===== src/rtl/lqg_pkg.sv =====
package lqg_pkg;
   typedef enum logic {
      WALK_FWD = 1'b0,
      WALK_BWD = 1'b1
   } walk_dir_e;
endpackage


===== src/rtl/lqg_walk.sv =====
// Measures the run of leading (forward) or trailing (backward) occupied slots
// that satisfy the sequence bound; used for commit and for squash.
module lqg_walk
   import lqg_pkg::*;
#(
   parameter int        DEPTH = 8,
   parameter int        SEQ_W = 16,
   parameter walk_dir_e DIR   = WALK_FWD,
   localparam int       PW    = $clog2(DEPTH)
) (
   input  logic [PW-1:0]    base,
   input  logic [PW:0]      occ,
   input  logic [SEQ_W-1:0] seq_arr [DEPTH],
   input  logic [SEQ_W-1:0] bound,
   output logic [PW:0]      run
);
   generate
      if (DIR == WALK_FWD) begin : g_fwd
         always_comb begin
            logic          live;
            logic [PW-1:0] idx;
            run  = '0;
            live = 1'b1;
            for (int k = 0; k < DEPTH; k++) begin
               idx = base + PW'(k);
               if (live && (k < int'(occ)) && (seq_arr[idx] <= bound))
                  run = run + (PW+1)'(1);
               else
                  live = 1'b0;
            end
         end
      end else begin : g_bwd
         always_comb begin
            logic          live;
            logic [PW-1:0] idx;
            run  = '0;
            live = 1'b1;
            for (int k = 0; k < DEPTH; k++) begin
               idx = base - PW'(k) - PW'(1);
               if (live && (k < int'(occ)) && (seq_arr[idx] > bound))
                  run = run + (PW+1)'(1);
               else
                  live = 1'b0;
            end
         end
      end
   endgenerate
endmodule


===== src/rtl/lqg_scan.sv =====
// Age-ordered search from a start slot up to the tail: the first executed
// load whose granule equals the key granule wins.
module lqg_scan #(
   parameter int  DEPTH      = 8,
   parameter int  ADDR_W     = 32,
   parameter int  GRAN_SHIFT = 8,
   localparam int PW         = $clog2(DEPTH)
) (
   input  logic [PW-1:0]     start,
   input  logic [PW-1:0]     tail,
   input  logic              vld      [DEPTH],
   input  logic              aval     [DEPTH],
   input  logic [ADDR_W-1:0] addr_arr [DEPTH],
   input  logic [ADDR_W-1:0] key,
   output logic              hit,
   output logic [PW-1:0]     hit_idx
);
   logic [PW-1:0] span;
   assign span = tail - start;

   always_comb begin
      logic [PW-1:0] idx;
      hit     = 1'b0;
      hit_idx = '0;
      for (int k = 0; k < DEPTH; k++) begin
         idx = start + PW'(k);
         if (!hit && (PW'(k) < span) && vld[idx] && aval[idx] &&
             (addr_arr[idx][ADDR_W-1:GRAN_SHIFT] == key[ADDR_W-1:GRAN_SHIFT])) begin
            hit     = 1'b1;
            hit_idx = idx;
         end
      end
   end
endmodule


===== src/rtl/lqg_viol_reg.sv =====
// Single sticky violator register with a capture pulse.
module lqg_viol_reg #(
   parameter int PW    = 3,
   parameter int SEQ_W = 16
) (
   input  logic             clk,
   input  logic             rst_n,
   input  logic             capture,
   input  logic [PW-1:0]    cap_idx,
   input  logic [SEQ_W-1:0] cap_seq,
   input  logic             rd,
   output logic             pulse,
   output logic             held,
   output logic [PW-1:0]    idx,
   output logic [SEQ_W-1:0] seq
);
   always_ff @(posedge clk) begin
      if (!rst_n) begin
         pulse <= 1'b0;
         held  <= 1'b0;
         idx   <= '0;
         seq   <= '0;
      end else begin
         pulse <= capture;
         if (capture) begin
            held <= 1'b1;
            idx  <= cap_idx;
            seq  <= cap_seq;
         end else if (rd) begin
            held <= 1'b0;
         end
      end
   end
endmodule


===== src/rtl/lq_order_guard.sv =====
module lq_order_guard
   import lqg_pkg::*;
#(
   parameter int  LQ_DEPTH   = 8,
   parameter int  SQ_DEPTH   = 8,
   parameter int  ADDR_W     = 32,
   parameter int  SEQ_W      = 16,
   parameter int  SIZE_W     = 4,
   parameter int  GRAN_SHIFT = 8,
   localparam int LPW        = $clog2(LQ_DEPTH),
   localparam int SPW        = $clog2(SQ_DEPTH),
   localparam int FREE_W     = ((LPW > SPW) ? LPW : SPW) + 1
) (
   input  logic              clk,
   input  logic              rst_n,
   input  logic              ins_valid,
   input  logic [SEQ_W-1:0]  ins_seq,
   output logic [LPW-1:0]    ins_lq_idx,
   output logic [SPW:0]      ins_sq_tag,
   output logic              lq_full,
   input  logic [SPW-1:0]    sq_tail,
   input  logic [SPW:0]      sq_count,
   input  logic              exe_valid,
   input  logic [LPW-1:0]    exe_idx,
   input  logic [ADDR_W-1:0] exe_addr,
   input  logic              st_valid,
   input  logic [LPW-1:0]    st_lq_idx,
   input  logic [ADDR_W-1:0] st_addr,
   input  logic [SIZE_W-1:0] st_size,
   output logic              viol_pulse,
   output logic              viol_held,
   output logic [LPW-1:0]    viol_idx,
   output logic [SEQ_W-1:0]  viol_seq,
   input  logic              viol_read,
   input  logic              cmt_valid,
   input  logic [SEQ_W-1:0]  cmt_seq,
   input  logic              sqh_valid,
   input  logic [SEQ_W-1:0]  sqh_seq,
   input  logic              stall_set,
   input  logic [LPW-1:0]    stall_idx,
   output logic              stall_active,
   input  logic              blk_set,
   input  logic [SEQ_W-1:0]  blk_seq,
   output logic              blk_active,
   output logic [FREE_W-1:0] free_slots
);
   // elaboration-time parameter checks
   if (LQ_DEPTH < 2 || (LQ_DEPTH & (LQ_DEPTH - 1)) != 0) begin : g_bad_lq
      $error("LQ_DEPTH must be a power of two, at least 2");
   end
   if (SQ_DEPTH < 2 || (SQ_DEPTH & (SQ_DEPTH - 1)) != 0) begin : g_bad_sq
      $error("SQ_DEPTH must be a power of two, at least 2");
   end
   if (GRAN_SHIFT < 0 || GRAN_SHIFT >= ADDR_W) begin : g_bad_gran
      $error("GRAN_SHIFT must lie inside the address");
   end

   localparam logic [LPW:0] MAX_LOADS = (LPW+1)'(LQ_DEPTH - 1);

   logic [LPW-1:0]    head_q, tail_q;
   logic [LPW:0]      load_cnt;
   logic              ent_vld  [LQ_DEPTH];
   logic              ent_aval [LQ_DEPTH];
   logic [SEQ_W-1:0]  ent_seq  [LQ_DEPTH];
   logic [ADDR_W-1:0] ent_addr [LQ_DEPTH];

   logic              ins_go, cmt_go;
   logic [LPW:0]      cmt_run, sqh_run;
   logic              scan_hit;
   logic [LPW-1:0]    scan_idx;
   logic              capture;

   assign lq_full    = (load_cnt == MAX_LOADS);
   assign ins_go     = ins_valid && !lq_full && !sqh_valid;
   assign cmt_go     = cmt_valid && !sqh_valid;
   assign ins_lq_idx = tail_q;
   assign ins_sq_tag = (sq_count == '0) ? '1 : {1'b0, sq_tail};

   // commit run from the head, squash run from the tail
   lqg_walk #(.DEPTH(LQ_DEPTH), .SEQ_W(SEQ_W), .DIR(WALK_FWD)) u_cmt_walk (
      .base(head_q), .occ(load_cnt), .seq_arr(ent_seq), .bound(cmt_seq), .run(cmt_run)
   );
   lqg_walk #(.DEPTH(LQ_DEPTH), .SEQ_W(SEQ_W), .DIR(WALK_BWD)) u_sqh_walk (
      .base(tail_q), .occ(load_cnt), .seq_arr(ent_seq), .bound(sqh_seq), .run(sqh_run)
   );

   // per-slot storage
   for (genvar i = 0; i < LQ_DEPTH; i++) begin : g_ent
      logic              vld_q, aval_q;
      logic [SEQ_W-1:0]  seq_q;
      logic [ADDR_W-1:0] addr_q;
      logic [LPW-1:0]    off_h, off_t;
      logic              rm, put, rec;

      assign off_h = LPW'(i) - head_q;
      assign off_t = tail_q - LPW'(1) - LPW'(i);
      assign rm    = (cmt_go && ({1'b0, off_h} < cmt_run)) ||
                     (sqh_valid && ({1'b0, off_t} < sqh_run));
      assign put   = ins_go && (tail_q == LPW'(i));
      assign rec   = exe_valid && (exe_idx == LPW'(i)) && vld_q;

      always_ff @(posedge clk) begin
         if (!rst_n) begin
            vld_q  <= 1'b0;
            aval_q <= 1'b0;
            seq_q  <= '0;
            addr_q <= '0;
         end else if (rm) begin
            vld_q  <= 1'b0;
            aval_q <= 1'b0;
         end else if (put) begin
            vld_q  <= 1'b1;
            aval_q <= 1'b0;
            seq_q  <= ins_seq;
         end else if (rec) begin
            aval_q <= 1'b1;
            addr_q <= exe_addr;
         end
      end

      assign ent_vld[i]  = vld_q;
      assign ent_aval[i] = aval_q;
      assign ent_seq[i]  = seq_q;
      assign ent_addr[i] = addr_q;
   end

   // pointers and occupancy
   always_ff @(posedge clk) begin
      if (!rst_n) begin
         head_q   <= '0;
         tail_q   <= '0;
         load_cnt <= '0;
      end else if (sqh_valid) begin
         tail_q   <= tail_q - LPW'(sqh_run);
         load_cnt <= load_cnt - sqh_run;
      end else begin
         if (cmt_go)
            head_q <= head_q + LPW'(cmt_run);
         if (ins_go)
            tail_q <= tail_q + LPW'(1);
         load_cnt <= load_cnt - (cmt_go ? cmt_run : '0) + {{LPW{1'b0}}, ins_go};
      end
   end

   // ordering check
   lqg_scan #(.DEPTH(LQ_DEPTH), .ADDR_W(ADDR_W), .GRAN_SHIFT(GRAN_SHIFT)) u_scan (
      .start(st_lq_idx), .tail(tail_q), .vld(ent_vld), .aval(ent_aval),
      .addr_arr(ent_addr), .key(st_addr), .hit(scan_hit), .hit_idx(scan_idx)
   );

   assign capture = st_valid && !viol_held && (st_size != '0) && scan_hit;

   lqg_viol_reg #(.PW(LPW), .SEQ_W(SEQ_W)) u_viol (
      .clk(clk), .rst_n(rst_n), .capture(capture), .cap_idx(scan_idx),
      .cap_seq(ent_seq[scan_idx]), .rd(viol_read), .pulse(viol_pulse),
      .held(viol_held), .idx(viol_idx), .seq(viol_seq)
   );

   // stall and blocked-load markers
   logic [LPW-1:0]   stall_idx_q;
   logic [SEQ_W-1:0] blk_seq_q;
   logic [LPW-1:0]   stall_off;
   assign stall_off = tail_q - LPW'(1) - stall_idx_q;

   always_ff @(posedge clk) begin
      if (!rst_n) begin
         stall_active <= 1'b0;
         stall_idx_q  <= '0;
         blk_active   <= 1'b0;
         blk_seq_q    <= '0;
      end else begin
         if (stall_set) begin
            stall_active <= 1'b1;
            stall_idx_q  <= stall_idx;
         end else if (sqh_valid && ({1'b0, stall_off} < sqh_run)) begin
            stall_active <= 1'b0;
         end
         if (blk_set) begin
            blk_active <= 1'b1;
            blk_seq_q  <= blk_seq;
         end else if (sqh_valid && (sqh_seq < blk_seq_q)) begin
            blk_active <= 1'b0;
         end
      end
   end

   // free slots for dispatch
   always_comb begin
      logic [FREE_W:0] lq_room, sq_room;
      lq_room    = (FREE_W+1)'(LQ_DEPTH) - (FREE_W+1)'(load_cnt);
      sq_room    = (FREE_W+1)'(SQ_DEPTH) - (FREE_W+1)'(sq_count);
      free_slots = FREE_W'(((lq_room < sq_room) ? lq_room : sq_room) - (FREE_W+1)'(1));
   end
endmodule


===== config.mk =====
export PLATFORM = sky130hd
export DESIGN_NAME = lq_order_guard
export DESIGN_NICKNAME = d
export VERILOG_FILES = /design/src/rtl/lqg_pkg.sv /design/src/rtl/lqg_walk.sv /design/src/rtl/lqg_scan.sv /design/src/rtl/lqg_viol_reg.sv /design/src/rtl/lq_order_guard.sv
export SDC_FILE = /design/constraint.sdc
export NUM_CORES = 2
export LEC_CHECK = 0
export BUFFER_PORTS_ARGS = -buffer_cell sky130_fd_sc_hd__clkbuf_2
export CORE_UTILIZATION = 35
export DETAILED_ROUTE_END_ITERATION = 7
export GPL_ROUTABILITY_DRIVEN = 0
export SYNTH_ARGS = -nofsm -noshare
export SYNTH_HDL_FRONTEND = slang
export SYNTH_SLANG_ARGS = --single-unit

===== constraint.sdc =====
create_clock -name clk -period 15.1 [get_ports clk]
set_input_delay 3.775 -clock clk [delete_from_list [all_inputs] [get_ports clk]]
set_output_delay 3.775 -clock clk [all_outputs]
set_load 0.02 [all_outputs]

==> metrics.cfg <==
[final_layout]
stdcell_count = 6276
drive_gt1_share_pct = 19.95
syn2layout_area_growth_pct = 9.003
final_nets = 5111

[pwr]
seqPwrFrac_pct = 29.5
comb_power_share_pct = 35.2
p_int_mw = 2.315
switchingPower_mw = 1.358
vdd_drop_max_mv = 0.08581
p_per_area_mw_per_mm2 = 77.68
p_sw_share_pct = 36.98
p_leak_nw = 19.56
pwr-share-clk_pct = 35.3

[grt]
grt_max_degree = 102
overflow = 0
track_usage_pct = 23.36
grt_pass1_wl_um = 225300
antenna_found_initial = 21
grt_pass1_vias = 34960

[die]
start_util_pct = 35.45
die_x_um = 354.0
die_h_um = 354.0
io_pins = 193
core.rowCount = 128
coreArea_mm2 = 0.1224
die_area_mm2 = 0.1253

[synthesis]
netlist_instances = 4639
synth-seq-cells = 388
avgSynthCellArea_um2 = 9.350
synthTopCellsByArea = mux4_2 21%, dfxtp_1 18%, mux2i_1 14%, ha_1 9.8%, nand2_1 6.7%
synthArstFlopShare_pct = 0
synth.distinct_cells = 87
syn_nets = 5145
ys_warn_count = 0
synth_edf_count = 0
yosys-top-cells-count = 769 x nand2_1, 588 x mux2i_1, 414 x mux4_2
synth_top_cell_area_share_pct = 21.50
yosysMostFrequentCell = nand2_1
synth-main-ff-cell = dfxtp_1
mappedNetlistArea_mm2 = 0.04338
ys_seq_area_share_pct = 17.91
yosysTopAreaCell = mux4_2

[worst_setup_path]
endpoint_kind = flop
max_stage_delay_ns = 0.95
worst-endpoint-arrival_ns = 13.38
startpoint_type = input pin
worstPathMaxFanout = 15
cpMostUsedCell = ha_1
cpMaxStageDelayCell = a21oi_4
required_ns = 15.65
critPathKind = in2reg

[cts]
postCtsSetupRepairBufs = 0
cts_buffer_depth = 3
path_clk_slew_ns = 0.05
clock_latency_ns = 0.65
cts-root-buf = clkbuf_16
tritoncts = yes
cts_inserted_buffers = 49
cts_resized = 0
clock_sinks = 388
holdBufCountCts = 0
cts-htree-levels = 2

[timing]
worst_pin_slew_ns = 1.238
tns_ns = 0
slew_viol_final = 0
rsz0062_at_grt = false
layout_worst_path_cycle_share_pct = 84.94
period_minus_slack_ns = 12.83
relSlewSlack_pct = 17.30
hold_viol_final = 0
setup_viol = 0
finalClockSkew_ns = 0.02964
max_freq_mhz = 77.97

[routing]
drtPass1Iterations = 7
dr.first_iter.drc_count = 4270
drcViolationCount = 0
antenna_left = 0
vias = 38060
wirelength_um = 150800
wl_per_cell_um = 24.03
via_per_inst = 6.065

[hold_path]
min_path_type = reg2reg

[flow_run]
cap_violations = 0

[status]
status = completed

[placement]
post-dp-hpwl_um = 114900
place_inst = 6179
io_buffers = 176

power groups by stage:
stage          logic, mW  clock network [mW]  registers (mW)
4_1_cts             1.28                1.32            1.08
3_3_place_gp        1.25                   0            1.10
5_1_grt             1.40                1.36            1.09
2_1_floorplan      0.943                   0            1.08
3_5_place_dp        1.28                   0            1.10
6_report            1.29                1.30            1.08
kinds of logic (layout without fill, tap and decap cells):
| group | after synthesis | count (layout) | share of synthesized area, % |
|---|---|---|---|
| flops | 388 | 388 | 17.91 |
| simple gates | 1495 | 1495 | 15.65 |
| compound gates | 567 | 567 | 8.657 |
| mux | 1130 | 1130 | 38.46 |
| buf+inv | 492 | 494 | 4.693 |
| other cells | 0 | 10 | 0 |
| xor+xnor | 219 | 219 | 4.471 |
| fa+ha+maj | 348 | 348 | 10.16 |
state kept, by name (all words and copies together), names as in the netlist, 4 cells and up:
register      flops
g_ent.aval_q      8
u_viol.seq       16
load_cnt          4
blk_seq_q        16
g_ent.seq_q     128
g_ent.addr_q    192
g_ent.vld_q       8
routing by layer:
metal  vias to the layer above  GRT usage [%]  routed length [um]
li1                      17120              -                   -
met1                     18810          35.38               68430
met2                      1858          33.15               62010
met3                       255          4.299               15540
met4                        12          7.009                4761
met5                         -              0                  72
cells in the final DEF (no fill, tap or decap), types with 12 or more instances in the layout:
master,instances
nand2_1,769
mux2i_1,588
mux4_2,414
dfxtp_1,383
ha_1,338
nor2_1,285
clkbuf_2,173
xnor2_1,168
inv_1,157
a21oi_1,129
mux2_2,126
o21ai_0,113
nand4_1,86
a21o_1,68
buf_4,65
nor2b_1,59
nand3_1,59
clkbuf_16,49
xor2_1,42
nor3_1,36
o21a_1,35
nand2b_1,32
o22ai_1,28
nor4_1,25
a211oi_1,24
a31oi_1,21
and2_1,20
or3_1,19
a221o_1,16
a22oi_1,15
o211ai_1,14
o31ai_1,14
or2_2,14
nor3b_1,14
and3_1,12
clkbuf_8,12
critical path, delay by kind of cell:
family,cells,cell delay (ns)
AOI/OAI and AO/OA,13,3.25
adders and majority gates,8,2.48
and+or+nand+nor,13,1.35
muxes,4,1.09
buffers and inverters,5,1.00
xor gates and xnor gates,1,0.38
final cells by class:
type / instances / area [um2]
Fill cell: 12210 / 75080
Multi-Input combinational cell: 3759 / 33700
Sequential cell: 388 / 7781
Tap cell: 1625 / 2033
Timing Repair Buffer: 241 / 1396
Clock buffer: 67 / 1394
Inverter: 166 / 625.6
Clock inverter: 20 / 320.3
Antenna cell: 10 / 25.02
per-stage QoR:
step / utilization [%] / power (mW) / hold slack [ns] / setup slack, ns / cell area (um2)
2_1_floorplan: - / 2.028 / 0.4534 / 3.696 / 43380
3_3_place_gp: 37.22 / 2.355 / 0.4425 / 1.950 / 45540
3_5_place_dp: 37.22 / 2.379 / 0.4490 / 1.785 / 45540
4_1_cts: 38.62 / 3.678 / 0.4590 / 2.449 / 47260
5_1_grt: 38.64 / 3.847 / 0.4690 / 1.512 / 47280
6_report: 38.64 / 3.673 / 0.4561 / 2.274 / 47280
final timing paths:
| path | from | end | slack [ns] | depth (start not counted) |
|---|---|---|---|---|
| worst min register to register | u_viol.idx[2] | u_viol.idx[2] | 0.46 | 2 |
| worst max register to register | head_q[1] | g_ent[3].addr_q[10] | 3.15 | 48 |
| worst max-delay path | cmt_seq[1] | g_ent[3].addr_q[10] | 2.27 | 44 |
| worst min-delay path | u_viol.idx[2] | u_viol.idx[2] | 0.46 | 2 |
(Power assumes the default switching activity.)
